--- config.mk ---
export PLATFORM = sky130hd
export DESIGN_NAME = flip_base_ctrl
export DESIGN_NICKNAME = d
export VERILOG_FILES = /design/src/rtl/fbf_pkg.sv /design/src/rtl/fbf_wdec.sv /design/src/rtl/fbf_base_shadow.sv /design/src/rtl/fbf_irq_ctrl.sv /design/src/rtl/fbf_rd_mux.sv /design/src/rtl/flip_base_ctrl.sv
export SDC_FILE = /design/constraint.sdc
export NUM_CORES = 1
export LEC_CHECK = 0
export ABC_AREA = 1
export BUFFER_PORTS_ARGS = -buffer_cell sky130_fd_sc_hd__buf_2
export CORE_ASPECT_RATIO = 1.25
export CORE_MARGIN = 4
export CORE_UTILIZATION = 40
export DETAILED_ROUTE_END_ITERATION = 10
export PLACE_DENSITY = 0.67
export SLEW_MARGIN = 20
export SYNTH_ARGS = -nofsm -noshare
export SYNTH_HDL_FRONTEND = slang
export SYNTH_SLANG_ARGS = --single-unit
--- constraint.sdc ---
create_clock -name clk -period 1.3 [get_ports clk]
set_input_delay 0.13 -clock clk [delete_from_list [all_inputs] [get_ports clk]]
set_output_delay 0.13 -clock clk [all_outputs]
set_load 0.05 [all_outputs]
--- src/rtl/fbf_pkg.sv ---
package fbf_pkg;
  localparam int NSRC    = 2;
  localparam int SRC_UPD = 0;
  localparam int SRC_FRM = 1;
  localparam int RIDX_W  = 3;

  typedef enum logic [RIDX_W-1:0] {
    RI_SHADOW = 3'd0,
    RI_ACTIVE = 3'd1,
    RI_ENABLE = 3'd2,
    RI_RAW    = 3'd3,
    RI_MASKED = 3'd4,
    RI_CLEAR  = 3'd5
  } reg_idx_e;
endpackage

--- src/rtl/fbf_wdec.sv ---
module fbf_wdec
  import fbf_pkg::*;
(
  input  logic              wr_i,
  input  logic [RIDX_W-1:0] waddr_i,
  output logic              base_wr_o,
  output logic              en_wr_o,
  output logic              clr_wr_o
);
  always_comb begin
    base_wr_o = 1'b0;
    en_wr_o   = 1'b0;
    clr_wr_o  = 1'b0;
    if (wr_i) begin
      unique case (waddr_i)
        RI_SHADOW: base_wr_o = 1'b1;
        RI_ENABLE: en_wr_o   = 1'b1;
        RI_CLEAR:  clr_wr_o  = 1'b1;
        default:   ;
      endcase
    end
  end
endmodule

--- src/rtl/fbf_base_shadow.sv ---
module fbf_base_shadow #(
  parameter int DW         = 32,
  parameter int ALIGN_BITS = 2
) (
  input  logic          clk,
  input  logic          rst,
  input  logic          wr_i,
  input  logic [DW-1:0] wdata_i,
  input  logic          frame_start_i,
  output logic [DW-1:0] shadow_o,
  output logic [DW-1:0] active_o,
  output logic          update_o
);
  logic [DW-1:0] shadow_q, active_q;
  logic          pending_q;

  always_comb update_o = pending_q & frame_start_i;

  always_ff @(posedge clk) begin
    if (rst) begin
      shadow_q  <= '0;
      active_q  <= '0;
      pending_q <= 1'b0;
    end else begin
      if (wr_i)     shadow_q <= {wdata_i[DW-1:ALIGN_BITS], {ALIGN_BITS{1'b0}}};
      if (update_o) active_q <= shadow_q;
      if (wr_i)          pending_q <= 1'b1;
      else if (update_o) pending_q <= 1'b0;
    end
  end

  assign shadow_o = shadow_q;
  assign active_o = active_q;
endmodule

--- src/rtl/fbf_irq_ctrl.sv ---
module fbf_irq_ctrl #(
  parameter int NS = 2
) (
  input  logic          clk,
  input  logic          rst,
  input  logic [NS-1:0] set_i,
  input  logic          en_wr_i,
  input  logic [NS-1:0] en_wdata_i,
  input  logic          clr_wr_i,
  input  logic [NS-1:0] clr_bits_i,
  output logic [NS-1:0] raw_o,
  output logic [NS-1:0] en_o,
  output logic [NS-1:0] masked_o,
  output logic          irq_o
);
  logic [NS-1:0] raw_q, raw_d, en_q, en_d;
  logic          irq_q;

  for (genvar g = 0; g < NS; g++) begin : g_src
    always_comb raw_d[g] = set_i[g] | (raw_q[g] & ~(clr_wr_i & clr_bits_i[g]));
  end

  always_comb en_d = en_wr_i ? en_wdata_i : en_q;

  always_ff @(posedge clk) begin
    if (rst) begin
      raw_q <= '0;
      en_q  <= '0;
      irq_q <= 1'b0;
    end else begin
      raw_q <= raw_d;
      en_q  <= en_d;
      irq_q <= |(raw_d & en_d);
    end
  end

  assign raw_o    = raw_q;
  assign en_o     = en_q;
  assign masked_o = raw_q & en_q;
  assign irq_o    = irq_q;
endmodule

--- src/rtl/fbf_rd_mux.sv ---
module fbf_rd_mux
  import fbf_pkg::*;
#(
  parameter int DW = 32
) (
  input  logic              clk,
  input  logic              rst,
  input  logic [RIDX_W-1:0] raddr_i,
  input  logic [DW-1:0]     shadow_i,
  input  logic [DW-1:0]     active_i,
  input  logic [NSRC-1:0]   en_i,
  input  logic [NSRC-1:0]   raw_i,
  input  logic [NSRC-1:0]   masked_i,
  output logic [DW-1:0]     rdata_o
);
  logic [DW-1:0] sel;

  always_comb begin
    sel = '0;
    unique case (raddr_i)
      RI_SHADOW: sel = shadow_i;
      RI_ACTIVE: sel = active_i;
      RI_ENABLE: sel[NSRC-1:0] = en_i;
      RI_RAW:    sel[NSRC-1:0] = raw_i;
      RI_MASKED: sel[NSRC-1:0] = masked_i;
      default:   sel = '0;
    endcase
  end

  always_ff @(posedge clk) begin
    if (rst) rdata_o <= '0;
    else     rdata_o <= sel;
  end
endmodule

--- src/rtl/flip_base_ctrl.sv ---
module flip_base_ctrl
  import fbf_pkg::*;
#(
  parameter int DW = 32
) (
  input  logic              clk,
  input  logic              rst,
  input  logic              frame_start_i,
  input  logic              reg_wr_i,
  input  logic [RIDX_W-1:0] reg_waddr_i,
  input  logic [DW-1:0]     reg_wdata_i,
  input  logic [RIDX_W-1:0] reg_raddr_i,
  output logic [DW-1:0]     reg_rdata_o,
  output logic [DW-1:0]     active_base_o,
  output logic              irq_o
);
  localparam int ALIGN_BITS = 2;

  logic            base_wr, en_wr, clr_wr, upd_evt;
  logic [DW-1:0]   shadow_base;
  logic [NSRC-1:0] set_vec, raw_st, en_st, masked_st;

  fbf_wdec u_wdec (
    .wr_i(reg_wr_i), .waddr_i(reg_waddr_i),
    .base_wr_o(base_wr), .en_wr_o(en_wr), .clr_wr_o(clr_wr)
  );

  fbf_base_shadow #(.DW(DW), .ALIGN_BITS(ALIGN_BITS)) u_base (
    .clk(clk), .rst(rst), .wr_i(base_wr), .wdata_i(reg_wdata_i),
    .frame_start_i(frame_start_i), .shadow_o(shadow_base),
    .active_o(active_base_o), .update_o(upd_evt)
  );

  always_comb begin
    set_vec          = '0;
    set_vec[SRC_UPD] = upd_evt;
    set_vec[SRC_FRM] = frame_start_i;
  end

  fbf_irq_ctrl #(.NS(NSRC)) u_irq (
    .clk(clk), .rst(rst), .set_i(set_vec),
    .en_wr_i(en_wr), .en_wdata_i(reg_wdata_i[NSRC-1:0]),
    .clr_wr_i(clr_wr), .clr_bits_i(reg_wdata_i[NSRC-1:0]),
    .raw_o(raw_st), .en_o(en_st), .masked_o(masked_st), .irq_o(irq_o)
  );

  fbf_rd_mux #(.DW(DW)) u_rd (
    .clk(clk), .rst(rst), .raddr_i(reg_raddr_i),
    .shadow_i(shadow_base), .active_i(active_base_o),
    .en_i(en_st), .raw_i(raw_st), .masked_i(masked_st),
    .rdata_o(reg_rdata_o)
  );
endmodule

Word-level counts from Yosys, hierarchy flattened
Cells that the tools add are included.

Equal/unequal tests: 6. Multiplexer cells: 11. Bitwise logic cells: 11. Reductions and logical operators: 4.

Operator list (number): $pmux W30 S2 (1); $eq A3 B2 Y1 const B (3); $mux W1 (8); $eq A3 B3 Y1 const B (2); $logic_not A3 Y1 (2); $pmux W2 S3 (1); $and A1 B1 Y1 (5); $and A2 B2 Y2 (2); $eq A3 B1 Y1 const B (1); $mux W2 (1); $not A1 Y1 (2); $or A1 B1 Y1 (2); $reduce_bool A2 Y1 (1); $reduce_or A2 Y1 (1).

Bits in registers: 98. Input port bits: 42. Output and inout bits: 65.

Depth between registers and ports, before layout
Gate-level depths: netlist of the first run.

Word-level depth: 9. Gate-level depth with buffers: 7. Gate-level depth less buffers: 7.

Hierarchy
A second synthesis of the first run with hierarchy kept.

Cell total of the unflattened synthesis: 529. Area total of the unflattened synthesis: 3862.5 um^2.

Modules (own cells, without submodules): fbf_base_shadow (times used 1, cells each 331, area each 2344.7 um^2, seq. area each 1221.2 um^2); fbf_rd_mux (times used 1, cells each 156, area each 1261.2 um^2, seq. area each 640.6 um^2); fbf_irq_ctrl (times used 1, cells each 32, area each 209.0 um^2, seq. area each 100.1 um^2); fbf_wdec (times used 1, cells each 10, area each 47.5 um^2, seq. area each 0.0 um^2).

Worst setup path after synthesis of the first run
Ideal clock, no wire load.

Path type: register -> register. From: register u_base.active_q[11] (netlist: u_base.active_o[11]). To: register u_rd.rdata_o[11]. Data arrival time: 1003 ps. Setup slack: 232 ps. Stages on the path, launching flop included: 5. Path buffers: 0. Period minus slack after synthesis: 1068 ps. Cells stage by stage: dfxtp_1 inv_1 o22ai_2 inv_1 nor2_1.

Longest elaborated chain between the ends: 1.

Ends and longest elaborated chain: from (decl) (RTL line fbf_base_shadow.sv:14) `logic [DW-1:0] shadow_q, active_q;`; from (signal assigned) (RTL line fbf_base_shadow.sv:26) `if (update_o) active_q <= shadow_q;`; $pmux W30 S2 (RTL line fbf_rd_mux.sv:20) `unique case (raddr_i)`; to (signal assigned) (RTL line fbf_rd_mux.sv:32) `else rdata_o <= sel;`; to (decl) (RTL line fbf_rd_mux.sv:14) `output logic [DW-1:0] rdata_o`.

No other way between the ends. A chain may end at the register's enable or synchronous reset.

Worst setup path after layout of the first run
From: register u_base.active_q[26] (netlist: u_base.active_o[26]). To: output active_base_o[26].

RTL lines: to (decl) (RTL line flip_base_ctrl.sv:14) `output logic [DW-1:0] active_base_o,`.

No word-level cell between the ends.

==> results by group, run 1 <==
Timing
  • Period utilization: 85.50%
  • Worst Clk Skew: 0.004868 ns
  • Min cycle time layout: 1.111 ns
  • Hold Fails Final Rpt: 0
  • Max-slew violation count: 0
  • RSZ-0062 raised after global routing: false
  • Setup_tns: 0 ns
  • Fmax: 0.8997 GHz
  • Final setup fails: 0

Setup path
  • FF-to-FF Start: u_base.pending_q$_SDFFE_PP0P_
  • Crit. path cell count: 1
  • CP bufs+invs: 1
  • Slowest cell on the critical path: dfxtp_1
  • Critical Path End: active_base_o[26]
  • Max incr delay on CP: 0.37 ns
  • Cell Chain, Critical Path: buf_2
  • Worst Reg-to-Reg Cells: 4
  • CP arrival: 0.98 ns
  • Kind of end point of the critical path: output pin
  • Critical path class: flip-flop to output pin
  • RR Endpoint: u_base.active_o[6]$_SDFFE_PP0P_
  • Worst setup path startpoint: u_base.active_o[26]$_SDFFE_PP0P_
  • Kind of cell adding the most delay to the critical path: flip-flops
  • Critical path fanouts, max: 2
  • CP startpoint kind: flip-flop
  • Req. time, crit path: 1.17 ns
  • R2r setup slk: 0.30 ns

Cells and area
  • Area added between synthesis and finish: 23.45%
  • Non-Filler Instances: 677
  • Fin nets: 591
  • Antenna diodes: 0
  • Fraction of layout cells with a size suffix above 1: 28.16%

Pwr
  • Sequential power share: 51.6%
  • Clock share of power: 40.5%
  • Switching share of power: 23.93%
  • Power Density: 1291 nW/µm²
  • Leakage: 1.973 nW
  • Worst IR Drop VDD: 0.0005620 V
  • Switching power: 0.001432 W
  • Comb pwr share: 7.9%
  • Power Internal: 0.004552 W

Clock tree
  • Clk Latency, worst-skew pair: 0.33 ns
  • Hold Buf Count CTS: 0
  • Post-CTS Resized: 0
  • CTS tree: built
  • CTS Root Cell: clkbuf_16
  • # H-tree levels: 3
  • Clock Tree Buf Depth: 2
  • Clock transition at path regs: 0.06 ns
  • Postcts setup bufs: 0
  • # clock sinks: 98
  • TritonCTS buffer count: 9

Die
  • Die Height: 116.3 µm
  • Die area: 11010 µm²
  • Rows: 39
  • Core area: 9174 µm²
  • Die width: 94.67 µm
  • # IOs: 107
  • Initial Util: 40.94%

Global route
  • Initial antenna violation count: 0
  • GRT Total Usage: 16.23%
  • Largest net degree at the start of global routing: 46
  • Gr ovfl total: 0
  • Vias in the first global route: 3068
  • First-pass GRT wire length: 14060 µm

Logic synthesis
  • Cells after Synth: 453
  • Ys flop type: dfxtp_1
  • Unique masters post-synth: 23
  • Post-synth top area cell: dfxtp_1
  • Top-count cell post-synth: dfxtp_1
  • Synth top cells by count: dfxtp_1 (98), inv_1 (93), a21oi_1 (65), o21ai_0 (57), nor2_1 (35)
  • Mapped Area: 3756 µm²
  • Post-synthesis async set-or-reset flop share: 0%
  • Post-synth EDFFs: 0
  • Post-synthesis sequential area ratio: 52.23%
  • Syn Area/Cell: 8.292 µm²
  • Yosys top cell area share: 52.23%
  • Synthesis-stage register bit count: 98
  • Ys Warns: 0
  • Top post-synthesis cells by area: dfxtp_1 (52%), inv_1 (9.3%), a21oi_1 (8.7%)

Routing
  • Residual DRC count: 0
  • Vias after detailed routing: 3154
  • Detailed Route WL: 8501 µm
  • DRT iter0 DRCs: 138
  • Routed len/inst: 12.56 µm
  • DR pass1 iterations: 4
  • Via density per instance: 4.659
  • Post-route ant nets: 0

Min path
  • HP Start: reg_wdata_i[29]
  • Hold crit path type: input pin to flip-flop

Placed design
  • DP Cell Count: 661
  • Post-DP HPWL: 5846 µm
  • Port buffer count: 104
  • GPL Wtd Cong: 0.8077

Outcome
  • Status: completed

Run
  • Max Cap Viol: 0
## routing by layer
metal | wire length, µm | global-route usage, % | vias up | part of all wire [%]
li1 | - | - | 1639 | -
met1 | 3609 | 18.90 | 1427 | 42
met2 | 4253 | 28.93 | 78 | 50
met3 | 509 | 4.124 | 10 | 6.0
met4 | 128 | 5.294 | 0 | 1.5
met5 | 0 | 0 | - | 0
## flip-flops by register name, indices dropped and copies added (netlist names)
register / cells
u_base.shadow_o: 30
u_base.pending_q: 1
u_irq.irq_o: 1
u_irq.raw_o: 2
u_rd.rdata_o: 32
u_irq.en_o: 2
u_base.active_o: 30
## through the flow
step | setup slack [ns] | instance area, µm² | utilization, % | power [W] | hold slack (ns)
4_1_cts | 0.1722 | 4637 | 50.55 | 0.006050 | 0.06591
6_report | 0.1886 | 4637 | 50.55 | 0.005984 | 0.07477
2_1_floorplan | 0.2318 | 3760 | - | 0.003480 | 0.2902
5_1_grt | 0.1551 | 4637 | 50.55 | 0.006223 | 0.08098
3_5_place_dp | 0.06800 | 4365 | 47.59 | 0.003635 | 0.4194
3_3_place_gp | 0.08387 | 4365 | 47.59 | 0.003623 | 0.4097
## power by group through the flow
stage                     logic (W)  clock network [W]  registers, W
after floorplan            0.000248                  0       0.00323
after global placement     0.000467                  0       0.00316
after detailed placement   0.000476                  0       0.00316
after CTS                  0.000477            0.00248       0.00309
after global routing       0.000528            0.00260       0.00310
final                      0.000472            0.00242       0.00309
## cell usage in the layout (no fill, tap or decap), types with 2 or more instances in the layout
cell type,instances
dfxtp_1,98
buf_2,104
buf_4,6
o22ai_2,20
buf_12,2
a21oi_1,65
clkbuf_16,9
o21ai_0,57
conb_1,2
nand2_2,2
clkinv_2,4
nand3_1,14
nand2_4,2
nand4_1,3
o22ai_1,8
inv_1,93
inv_2,2
nand2_1,20
nor2_4,2
nor2_1,35
## final cells by class
type	count	area (µm²)
multi-input cells	233	1287
clock buffers	11	242.7
clock inverters	5	28.78
well taps	123	153.9
flip-flops and latches	98	1962
fillers	910	4537
repair buffers	112	605.6
inverters	95	356.6
## logic make-up after synthesis
| kind of cell | Yosys count | share of synthesized area, % |
|---|---|---|
| other cells | 1 | 0.09984 |
| compound gates | 151 | 24.38 |
| simple gates | 80 | 9.627 |
| buf+inv | 123 | 13.66 |
| flops | 98 | 52.23 |
## how the worst min path moves through the flow
stage	endpoint	slack (ns)	cells past startpoint
after global routing	u_base.shadow_o[3]$_SDFFE_PP0P_	0.08	3
after global placement	u_base.shadow_o[29]$_SDFFE_PP0P_	0.41	3
final	u_base.shadow_o[29]$_SDFFE_PP0P_	0.07	3
after detailed placement	u_base.shadow_o[29]$_SDFFE_PP0P_	0.42	3
after floorplan	u_rd.rdata_o[2]$_SDFF_PP0_	0.29	2
after CTS	u_base.shadow_o[29]$_SDFFE_PP0P_	0.07	3
## worst reg2reg max path: stages, from the launching register on
cell	delay [ns]
dfxtp_1	0.34
nand2_2	0.08
buf_4	0.20
o21ai_0	0.19
a21oi_1	0.07
Power figures use the tool's default switching activity.
==> inputs of run 2 (changes only) <==
Settings changed: CORE_UTILIZATION 40 to 45, PLACE_DENSITY 0.67 to 0.74.
==> run 2 against run 1 <==
Register-to-register slack gained 0.02 ns. Critical path type unchanged. Critical endpoint is now active_base_o[14]. Clock power fell by 20%. Core utilization up 4.9 points. Count of clock-buffer cells in the layout up 1. Sequential share of layout area grew 0.87 points.
==> results by group, run 2 (same netlist as run 1, synthesis figures left out) <==
Outcome
  • Status: completed

Cells and area
  • Fin nets: 590
  • Multi-input gate area: 1287 µm²
  • Max reg flops: 32
  • Storage cell area: 1962 µm²
  • Fill cell count: 771
  • Final Core Density: 55.44%
  • Most frequent cells in the layout: buf_2 (104), dfxtp_1 (98), inv_1 (93)
  • Antenna diodes: 0
  • Commonest non-fill, non-tap cell in the layout: buf_2
  • Most flop-heavy register: u_rd.rdata_o
  • Fraction of layout cells with a size suffix above 1: 27.77%
  • Area added between synthesis and finish: 20.95%

Setup path
  • Kind of cell adding the most delay to the critical path: flip-flops
  • Critical path fanouts, max: 2
  • Critical Path End: active_base_o[14]
  • R2r setup slk: 0.32 ns
  • CP startpoint kind: flip-flop
  • Worst Reg-to-Reg Cells: 4
  • Kind of end point of the critical path: output pin
  • FF-to-FF Start: u_base.pending_q$_SDFFE_PP0P_
  • CP arrival: 0.99 ns
  • RR Endpoint: u_base.active_o[14]$_SDFFE_PP0P_
  • Critical path class: flip-flop to output pin
  • CP bufs+invs: 1
  • Slowest cell on the critical path: dfxtp_1
  • Worst setup path startpoint: u_base.active_o[14]$_SDFFE_PP0P_
  • Req. time, crit path: 1.17 ns
  • Max incr delay on CP: 0.37 ns
  • Cell Chain, Critical Path: buf_2
  • Crit. path cell count: 1

Routing
  • Routed len/inst: 12.62 µm
  • Detailed Route WL: 8175 µm
  • Via density per instance: 4.838
  • DRT iter0 DRCs: 158
  • Residual DRC count: 0
  • Post-route ant nets: 0
  • Vias after detailed routing: 3135
  • DR pass1 iterations: 4

Min path
  • Hold crit path type: input pin to flip-flop

Global route
  • Largest net degree at the start of global routing: 62
  • First-pass GRT wire length: 13170 µm
  • Initial antenna violation count: 0
  • GRT Total Usage: 16.37%
  • Gr ovfl total: 0
  • Vias in the first global route: 2950

Pwr
  • Leakage: 1.935 nW
  • Switching share of power: 23.93%
  • Comb pwr share: 8.7%
  • Worst IR Drop VDD: 0.0007339 V
  • Sequential power share: 56.1%
  • Power Internal: 0.004187 W
  • Power Density: 1212 nW/µm²
  • Clock share of power: 35.3%
  • Switching power: 0.001317 W

Timing
  • Hold Fails Final Rpt: 0
  • Hold slack final: 0.05692 ns
  • Period utilization: 86.44%
  • RSZ-0062 raised after global routing: false
  • Final setup fails: 0
  • Fin worst setup slack: 0.1763 ns
  • Min cycle time layout: 1.124 ns
  • Setup_tns: 0 ns
  • Fmax: 0.8899 GHz
  • Max-slew violation count: 0
  • Worst Clk Skew: 0.009592 ns

Die
  • Die width: 89.72 µm
  • Die area: 9882 µm²
  • Initial Util: 45.84%
  • # IOs: 107
  • Core area: 8194 µm²
  • Die Height: 110.1 µm
  • Rows: 37

Clock tree
  • Postcts setup bufs: 0
  • TritonCTS buffer count: 9
  • Clock Tree Buf Depth: 2
  • # H-tree levels: 3
  • # clock sinks: 98
  • Hold Buf Count CTS: 0
  • CTS tree: built
  • Post-CTS Resized: 0
  • CTS Root Cell: clkbuf_8
  • Clock transition at path regs: 0.09 ns
  • Clk Latency, worst-skew pair: 0.35 ns

Placed design
  • Post-place setup slack: 0.04116 ns
  • Post-DP HPWL: 5545 µm
  • Port buffer count: 104
  • GPL Wtd Cong: 0.8165

Run
  • Max Cap Viol: 0
==> run 2: worst min-delay path by stage <==
stage,start,end,depth (start not counted)
6_report,reg_wdata_i[26],u_base.shadow_o[26]$_SDFFE_PP0P_,3
3_5_place_dp,reg_wdata_i[2],u_base.shadow_o[2]$_SDFFE_PP0P_,3
3_3_place_gp,reg_wdata_i[30],u_base.shadow_o[30]$_SDFFE_PP0P_,3
2_1_floorplan,reg_raddr_i[0],u_rd.rdata_o[2]$_SDFF_PP0_,2
5_1_grt,reg_wdata_i[24],u_base.shadow_o[24]$_SDFFE_PP0P_,3
4_1_cts,reg_wdata_i[2],u_base.shadow_o[2]$_SDFFE_PP0P_,3
==> run 2: worst reg2reg max path, delay by kind of cell, from the launching register on <==
family / cells / cell delay, ns
flops: 1 / 0.34
buf+inv: 1 / 0.18
simple gates: 1 / 0.07
compound gates: 2 / 0.28
==> run 2: area by class of cell <==
type                            instances  share of cell area, %
Clock buffer                           12                  3.415
Clock inverter                          2                 0.8262
Inverter                               95                  7.849
Multi-Input combinational cell        233                  28.34
Sequential cell                        98                  43.18
Tap cell                               97                  2.671
Timing Repair Buffer                  111                  13.72
==> run 2: power by group through the flow <==
stage                     Combinational [W]  Clock (W)  Sequential (W)
after CTS                          0.000481    0.00199         0.00309
after global routing               0.000528    0.00208         0.00309
final                              0.000477    0.00194         0.00309
after detailed placement           0.000480          0         0.00316
after floorplan                    0.000248          0         0.00323
after global placement             0.000470          0         0.00316
==> run 2: routing by layer <==
layer | routed length [µm] | share of wire [%] | track usage, %
met5 | 0 | 0 | 0
met4 | 124 | 1.5 | 6.024
met3 | 402 | 4.9 | 4.345
met2 | 4069 | 50 | 30.54
met1 | 3578 | 44 | 18.04
==> run 2: per-stage QoR <==
stage	total power (W)	std cells	cell area (µm²)
finish	0.005504	648	4543
global route	0.005700	648	4543
CTS	0.005561	648	4543
detailed placement	0.003637	634	4350
global placement	0.003625	634	4350
floorplan	0.003480	454	3760
